**src/rtl/rsw_pkg.sv**
```systemverilog
package rsw_pkg;
  typedef enum logic [1:0] {
    SQ_IDLE = 2'd0,
    SQ_CUT  = 2'd1,
    SQ_DEAD = 2'd2,
    SQ_RAMP = 2'd3
  } seq_state_t;
endpackage

```
**src/rtl/rsw_timer.sv**
```systemverilog
module rsw_timer #(
  parameter int CNT_W = 8
) (
  input  logic             clk,
  input  logic             rst_n,
  input  logic             load,
  input  logic [CNT_W-1:0] load_val,
  input  logic             dec,
  output logic             zero
);
  logic [CNT_W-1:0] cnt_q;

  always_ff @(posedge clk or negedge rst_n) begin
    if (!rst_n)                 cnt_q <= '0;
    else if (load)              cnt_q <= load_val;
    else if (dec && cnt_q != 0) cnt_q <= cnt_q - 1'b1;
  end

  assign zero = (cnt_q == '0);

  // a loaded count only moves downward, one step at a time
  a_r5_count_down: assert property (@(posedge clk) disable iff (!rst_n)
    (!load && dec && !zero) |=> (cnt_q == $past(cnt_q) - 1'b1));
endmodule

```
**src/rtl/rsw_gate_bank.sv**
```systemverilog
module rsw_gate_bank #(
  parameter int   SEGS   = 8,
  parameter logic RST_ON = 1'b0
) (
  input  logic            clk,
  input  logic            rst_n,
  input  logic            clr,
  input  logic            grow,
  output logic [SEGS-1:0] en,
  output logic            full
);
  always_ff @(posedge clk or negedge rst_n) begin
    if (!rst_n)     en <= RST_ON ? '1 : '0;
    else if (clr)   en <= '0;
    else if (grow)  en <= {en[SEGS-2:0], 1'b1};
  end

  assign full = &en;

  // each growth step adds exactly one segment above those already on
  a_r6_one_more: assert property (@(posedge clk) disable iff (!rst_n)
    (!clr && grow && !full) |=> ($countones(en) == $past($countones(en)) + 1
                                 && (en & $past(en)) == $past(en)));
endmodule

```
**src/rtl/rail_switch_seq.sv**
```systemverilog
module rail_switch_seq
  import rsw_pkg::*;
#(
  parameter int SEGS   = 8,
  parameter int DEAD_W = 8,
  parameter int STEP_W = 4
) (
  input  logic              clk,
  input  logic              rst_n,
  input  logic              req_valid,
  input  logic              req_rail,
  output logic              req_ready,
  input  logic [DEAD_W-1:0] cfg_dead,
  input  logic [STEP_W-1:0] cfg_step,
  output logic              core_stall,
  output logic [SEGS-1:0]   hi_en,
  output logic [SEGS-1:0]   lo_en,
  output logic              busy,
  output logic              rail_hi
);
  localparam int CNT_W = (DEAD_W > STEP_W) ? DEAD_W : STEP_W;

  seq_state_t        state_q;
  logic              tgt_hi_q;
  logic [STEP_W-1:0] step_q;
  logic              stall_q;
  logic              rail_q;

  logic             accept, go_switch;
  logic             t_load, t_dec, t_zero;
  logic [CNT_W-1:0] t_val;
  logic             clr_all, grow_tgt, release_now;
  logic             hi_full, lo_full, tgt_full;

  assign accept    = req_valid && (state_q == SQ_IDLE);
  assign go_switch = accept && (req_rail != rail_q);
  assign tgt_full  = tgt_hi_q ? hi_full : lo_full;

  always_comb begin
    t_load      = 1'b0;
    t_dec       = 1'b0;
    t_val       = CNT_W'(step_q);
    clr_all     = 1'b0;
    grow_tgt    = 1'b0;
    release_now = 1'b0;
    unique case (state_q)
      SQ_CUT: begin
        clr_all = 1'b1;
        t_load  = 1'b1;
        t_val   = CNT_W'(cfg_dead_q);
      end
      SQ_DEAD: begin
        if (t_zero) begin
          grow_tgt = 1'b1;
          t_load   = 1'b1;
        end else t_dec = 1'b1;
      end
      SQ_RAMP: begin
        if (!t_zero)       t_dec = 1'b1;
        else if (tgt_full) release_now = 1'b1;
        else begin
          grow_tgt = 1'b1;
          t_load   = 1'b1;
        end
      end
      default: ;
    endcase
  end

  logic [DEAD_W-1:0] cfg_dead_q;

  always_ff @(posedge clk or negedge rst_n) begin
    if (!rst_n) begin
      state_q    <= SQ_IDLE;
      tgt_hi_q   <= 1'b1;
      step_q     <= '0;
      cfg_dead_q <= '0;
      stall_q    <= 1'b0;
      rail_q     <= 1'b1;
    end else begin
      unique case (state_q)
        SQ_IDLE: if (go_switch) begin
          state_q    <= SQ_CUT;
          stall_q    <= 1'b1;
          tgt_hi_q   <= req_rail;
          step_q     <= cfg_step;
          cfg_dead_q <= cfg_dead;
        end
        SQ_CUT:  state_q <= SQ_DEAD;
        SQ_DEAD: if (t_zero) state_q <= SQ_RAMP;
        SQ_RAMP: if (release_now) begin
          state_q <= SQ_IDLE;
          stall_q <= 1'b0;
          rail_q  <= tgt_hi_q;
        end
        default: state_q <= SQ_IDLE;
      endcase
    end
  end

  rsw_timer #(.CNT_W(CNT_W)) u_timer (
    .clk(clk), .rst_n(rst_n), .load(t_load), .load_val(t_val),
    .dec(t_dec), .zero(t_zero)
  );

  rsw_gate_bank #(.SEGS(SEGS), .RST_ON(1'b1)) u_hi_bank (
    .clk(clk), .rst_n(rst_n), .clr(clr_all), .grow(grow_tgt && tgt_hi_q),
    .en(hi_en), .full(hi_full)
  );

  rsw_gate_bank #(.SEGS(SEGS), .RST_ON(1'b0)) u_lo_bank (
    .clk(clk), .rst_n(rst_n), .clr(clr_all), .grow(grow_tgt && !tgt_hi_q),
    .en(lo_en), .full(lo_full)
  );

  assign core_stall = stall_q;
  assign busy       = (state_q != SQ_IDLE);
  assign req_ready  = (state_q == SQ_IDLE);
  assign rail_hi    = rail_q;

  a_r2_no_overlap: assert property (@(posedge clk) disable iff (!rst_n)
    !((|hi_en) && (|lo_en)));

  a_r3_stall_first: assert property (@(posedge clk) disable iff (!rst_n)
    $rose(core_stall) |-> ($stable(hi_en) && $stable(lo_en)));

  a_r4_all_off: assert property (@(posedge clk) disable iff (!rst_n)
    $rose(core_stall) |=> (hi_en == '0 && lo_en == '0));

  a_r7_full_on_release: assert property (@(posedge clk) disable iff (!rst_n)
    $fell(core_stall) |-> (rail_hi ? (&hi_en && lo_en == '0) : (&lo_en && hi_en == '0)));

  a_r9_same_rail_quiet: assert property (@(posedge clk) disable iff (!rst_n)
    (req_valid && req_ready && req_rail == rail_hi) |=> (!core_stall && $stable(hi_en) && $stable(lo_en)));
endmodule

```
**config.mk**
```make
export PLATFORM = sky130hd
export DESIGN_NAME = rail_switch_seq
export DESIGN_NICKNAME = d
export VERILOG_FILES = /design/src/rtl/rsw_pkg.sv /design/src/rtl/rsw_timer.sv /design/src/rtl/rsw_gate_bank.sv /design/src/rtl/rail_switch_seq.sv
export SDC_FILE = /design/constraint.sdc
export NUM_CORES = 1
export LEC_CHECK = 0
export BUFFER_PORTS_ARGS = -buffer_cell sky130_fd_sc_hd__buf_2
export CORE_MARGIN = 2
export CORE_UTILIZATION = 56
export DETAILED_ROUTE_END_ITERATION = 7
export PLACE_DENSITY = 0.78
export SLEW_MARGIN = 20
export SYNTH_ARGS = -nofsm -noshare
export SYNTH_HDL_FRONTEND = slang
export SYNTH_SLANG_ARGS = --single-unit
export TNS_END_PERCENT = 30
```
**constraint.sdc**
```tcl
create_clock -name clk -period 2.6 [get_ports clk]
set_input_delay 0.39 -clock clk [delete_from_list [all_inputs] [get_ports clk]]
set_output_delay 0.39 -clock clk [all_outputs]
set_load 0.005 [all_outputs]
```
; Yosys cells after proc, flatten, opt, wreduce, memory -nomap -nowiden
; Cells that the tools add are included.
; W data, S select, Z words.
[word_totals]
elab_cells = 64
register_bits = 41
in_bits = 16
output_inout_bits = 20
[op_classes]
n_addsub = 1
eq_ne = 7
mux = 26
n_reduce_logical = 21
[op_table]
columns = cell, n
row1 = $mux W8, 7
row2 = $reduce_and A8 Y1, 2
row3 = $mux W1, 12
row4 = $reduce_bool A2 Y1, 5
row5 = $logic_not A8 Y1, 1
row6 = $pmux W2 S4, 1
row7 = $reduce_bool A8 Y1, 1
row8 = $sub A8 B1 Y8 const B, 1
row9 = $mux W2, 3
row10 = $reduce_and A3 Y1, 2
row11 = $logic_and A1 B1 Y1, 5
row12 = $eq A2 B2 Y1 const B, 2
row13 = $ne A2 B2 Y1 const B, 2
row14 = $pmux W1 S2, 2
row15 = $reduce_and A2 Y1, 2
row16 = $pmux W1 S3, 1
row17 = $eq A2 B1 Y1 const B, 1
row18 = $logic_not A2 Y1, 1
row19 = $ne A2 B1 Y1 const B, 1
row20 = $reduce_or A2 Y1, 1
row21 = $logic_not A1 Y1, 1
row22 = $ne A1 B1 Y1, 1

; Logic depth before layout (Yosys ltp)
[depth]
word_depth = 8
mapped_depth = 9
depth_no_buf = 7

; Cells and area by module
; Synthesis repeated with hierarchy kept, for this count alone.
[hier_totals]
hier_cells = 195
area_unflattened_um2 = 2135.8
[modules_own_cells]
columns = module, cells_each, seq_area_each_um2, area_per_inst_um2, instances
row1 = rail_switch_seq, 79, 427.9, 927.1, 1
row2 = rsw_timer, 58, 200.2, 528.0, 1
row3 = rsw_gate_bank (u_hi_bank), 29, 210.2, 345.3, 1
row4 = rsw_gate_bank (u_lo_bank), 29, 200.2, 335.3, 1

; Least setup slack after synthesis
; No wires, ideal clock.
[synth_timing]
path_kind = register to register
from = register tgt_hi_q
to = register u_lo_bank.en[7]
path_buffers = 2
arrival_time_ns = 1.875
stages_incl_launch_ff = 8
setup_ns = 0.104
setup_slack_ns = 0.621
synth_period_minus_slack_ns = 1.979
required_ns = 2.496
cell_sequence = dfstp_2 -> buf_6 -> nand4_1 -> nor3_1 -> and4bb_1 -> buf_6 -> or4b_1 -> o311ai_1
[synth_between]
elab_chain_cells = 6
word_cells_on_any_way = 7
cone_classes = mux: 4 / reduce/logical: 3
[synth_rtl]
columns = element, line
row1 = from (decl), rail_switch_seq.sv:24  ; logic tgt_hi_q;
row2 = from (signal assigned), rail_switch_seq.sv:85  ; tgt_hi_q <= req_rail;
row3 = $mux W1, rail_switch_seq.sv:37  ; assign tgt_full = tgt_hi_q ? hi_full : lo_full;
row4 = $mux W1, rail_switch_seq.sv:60  ; else if (tgt_full) release_now = 1'b1;
row5 = $mux W1, rail_switch_seq.sv:59  ; if (!t_zero) t_dec = 1'b1;
row6 = $pmux W1 S2, rail_switch_seq.sv:46  ; unique case (state_q)
row7 = $logic_and A1 B1 Y1 *, rail_switch_seq.sv:112  ; .clk(clk), .rst_n(rst_n), .clr(clr_all), .grow(grow_tgt && !tgt_hi_q),
row8 = $reduce_bool A2 Y1 (no source line) *, --
row9 = to (signal assigned), rsw_gate_bank.sv:13  ; if (!rst_n) en <= RST_ON ? '1 : '0;
row10 = to (signal assigned), rsw_gate_bank.sv:15  ; else if (grow) en <= {en[SEGS-2:0], 1'b1};
row11 = to (decl), rsw_gate_bank.sv:9  ; output logic [SEGS-1:0] en,
; Every way passes the cells marked *; elsewhere a longest branch is shown, timed or not.
; A chain may end at the register's enable or synchronous reset.

; Final worst setup path
[layout_timing]
from = register u_timer.cnt_q[2]
to = register u_lo_bank.en[4]
[layout_between]
elab_chain_cells = 5
word_cells_on_any_way = 6
cone_classes = mux: 3 / reduce/logical: 3
[layout_rtl]
columns = element, line
row1 = from (decl), rsw_timer.sv:11  ; logic [CNT_W-1:0] cnt_q;
row2 = from (signal assigned), rsw_timer.sv:15  ; else if (load) cnt_q <= load_val;
row3 = from (signal assigned), rsw_timer.sv:16  ; else if (dec && cnt_q != 0) cnt_q <= cnt_q - 1'b1;
row4 = $logic_not A8 Y1 *, rsw_timer.sv:19  ; assign zero = (cnt_q == '0);
row5 = "$mux W1, on equally long branches", "rail_switch_seq.sv:59, rail_switch_seq.sv:53"
row6 = $pmux W1 S2 *, rail_switch_seq.sv:46
row7 = $logic_and A1 B1 Y1 *, rail_switch_seq.sv:112
row8 = $reduce_bool A2 Y1 (no source line) *, --
; Marks and branches as above.

==> flow_summary.yaml <==
finish:
  fill_cells: 315
  final_cells: 293
  n_antenna_cell: 0
  final_common_cell: "nand2_1"
  final_nets: 266
  final_cell_mix: "nand2_1 (46), buf_2 (35), dfrtp_1 (31), mux2i_1 (26), nand2b_1 (14)"
  multiInputGateArea_um2: 1020
  syn2layout_area_growth_pct: 13.8
  drive_gt1_share_pct: 25.7
  seq_area_um2: 1040
logic_synthesis:
  synth_top_area_share_pct: 36.0
  synth_area_leaders: "dfrtp_1 (36%), dfstp_2 (12%), mux2i_1 (12%), nand2_1 (8.0%), nand2b_1 (4.1%)"
  synth_seq_cells: 41
  yosysWarningCount: 0
  synth_edf_count: 0
  syn-num-nets: 232
  synth.distinct_cells: 38
  synth.avg_cell_area_um2: 10.3
  yosysSeqAreaShare_pct: 48.2
  syn_area_um2: 2150
  yosys_most_used_dff: "dfrtp_1"
  synthArstFlopShare_pct: 100
  postSynthCellCount: 210
  post-synth-top-area-cell: "dfrtp_1"
placement:
  place_congestion: 0.723
  dp_hpwl_mm: 2.86
  placed_cells: 285
  port_buffers: 35
cts:
  h-tree-depth: 2
  ctsResizeCount: 0
  hold_buffers: 0
  post-cts-setup-buffer-count: 0
  insertion_delay_ns: 0.30
  clk_pin_slew_worst_paths_ns: 0.08
  cts_made_buffers: 5
  cts_num_sinks: 41
  cts_buffer_depth: 2
  tritoncts: "yes"
  root_buffer: "clkbuf_8"
floorplanning:
  initial_core_util_pct: 58.4
  num_io_pins: 36
  rows: 22
  die_w_um: 66.0
  die_height_um: 66.0
  coreArea_um2: 3690
  fp.dieArea_um2: 4360
routing:
  drt_iter0_drc: 57
  drt-wirelength-per-cell_um: 13.6
  wirelength_mm: 4.00
  ant_nets: 0
  viasPerCell: 5.26
  drc: 0
  first_pass_iters: 4
  vias: 1542
pwr:
  power.switching_uw: 964
  leakage_uw: 0.00120
  intPower_uw: 1640
  combPwrFrac_pct: 41.6
  clkPwrFrac_pct: 19.5
  switching_share_pct: 37.1
  power_uw: 2600
  pwr-share-seq_pct: 38.9
  ir_worst_vdd_mv: 0.529
  powerDensity_nw_per_um2: 1060
timing:
  hold_viol: 0
  fin_tns_setup_ns: 0
  period_share_pct: 87.6
  slew_headroom_pct: 41.4
  setup_viol: 0
  slew_viol_final: 0
  finClkSkew_ns: 0.00562
  grt_setup_unrepaired: "no"
  min_period_ns: 2.28
  tightest_slew_ns: 0.879
  clock.fmax_mhz: 439
worst_setup_path:
  worstReg2RegEnd: "u_lo_bank.en[4]"
  critical_path_class: "reg -> reg"
  cp-start-kind: "register"
  cp.required_ns: 2.83
  crit_fanout: 7
  endpoint_kind: "register"
  r2r-start: "u_timer.cnt_q[2]"
  arrival_ns: 2.51
  worst_r2r_path_depth: 5
  crit_start: "u_timer.cnt_q[2]"
  reg2reg_slack_ns: 0.32
min_path:
  hold_path.class: "in -> async"
grt:
  grt-ovfl-total: 0
  grt_start_max_net_pins: 42
  antenna_found_initial: 0
  grt_pass1_wl_mm: 6.99
  grt_usage_pct: 21.5
  grt_pass1_vias: 1554
run:
  cap_violations: 0
run_status:
  status: "finished, final reports clean"
-- per-stage QoR --
stage	hold slack [ns]	util, %	setup WS (ns)	cell area (um2)
after floorplan	0.0944	-	0.621	2150
final	0.200	66.4	0.322	2450
after CTS	0.239	66.4	0.318	2450
after global routing	0.279	66.4	0.151	2450
after global placement	0.458	63.4	0.409	2340
after detailed placement	0.466	63.4	0.340	2340
-- how the worst max path moves through the flow --
stage	cells after the start	endpoint
after global routing	5	u_lo_bank.en[4]
after detailed placement	5	u_lo_bank.en[4]
after floorplan	7	u_lo_bank.en[7]
after global placement	5	u_lo_bank.en[5]
after CTS	5	u_lo_bank.en[4]
final	5	u_lo_bank.en[4]
-- synth_stat cells, types with 2 or more instances --
| cell | number |
|---|---|
| nor2_1 | 12 |
| mux2_2 | 3 |
| xnor2_1 | 4 |
| nand2b_1 | 14 |
| a21oi_1 | 3 |
| or4b_1 | 2 |
| buf_6 | 3 |
| nand2_1 | 46 |
| mux2i_1 | 26 |
| dfrtp_1 | 31 |
| nand4_1 | 2 |
| o311ai_1 | 2 |
| nand3_1 | 3 |
| nor4_1 | 2 |
| dfstp_2 | 10 |
| nor3_1 | 4 |
| clkbuf_1 | 6 |
| ha_1 | 6 |
| inv_1 | 9 |
| o21ai_0 | 4 |
-- flip-flops by register name (all words and copies together) (netlist names) --
register / count
cfg_dead_q: 8
core_stall: 1
rail_hi: 1
state_q: 2
step_q: 4
tgt_hi_q: 1
u_hi_bank.en: 8
u_lo_bank.en: 8
u_timer.cnt_q: 8
-- kinds of logic (layout without fill, tap and decap cells) --
family,count (synthesis),count (layout),synth area share [%]
AO/OA/AOI/OAI,17,17,6.16
AND/OR/NAND/NOR,94,94,22.3
flip-flops,41,41,48.2
XOR/XNOR,5,5,2.03
multiplexers,29,29,13.7
buffers and inverters,18,53,4.18
adder cells (fa/ha/maj),6,6,3.49
-- power by group through the flow --
stage          logic [uW]  registers, uW  clock network [uW]
3_5_place_dp         1080           1020                   0
2_1_floorplan         909            973                   0
3_3_place_gp         1060           1010                   0
4_1_cts              1090           1010                 516
6_report             1080           1010                 507
5_1_grt              1220           1040                 540
-- metal layers --
layer | vias to the layer above | track usage [%] | routed length (um)
met5 | - | 0 | 0
met4 | 0 | 10.7 | 87
met1 | 732 | 26.6 | 1840
met3 | 8 | 4.43 | 125
li1 | 779 | - | -
met2 | 23 | 35.7 | 1940
-- area by class of cell --
class                           instances  share of cell area (%)
Inverter                                9                    1.38
Multi-Input combinational cell        151                    41.8
Timing Repair Buffer                   36                    7.46
Sequential cell                        41                    42.4
Clock buffer                            5                    2.81
Clock inverter                          3                    1.69
Tap cell                               48                    2.45
-- critical path, stage by stage, from the launching register on --
cell      delay, ns
dfrtp_1        0.43
or3_4          0.43
nor3_4         0.29
and4bb_1       0.41
o21a_1         0.41
mux2i_1        0.23
(Power assumes the default switching activity.)
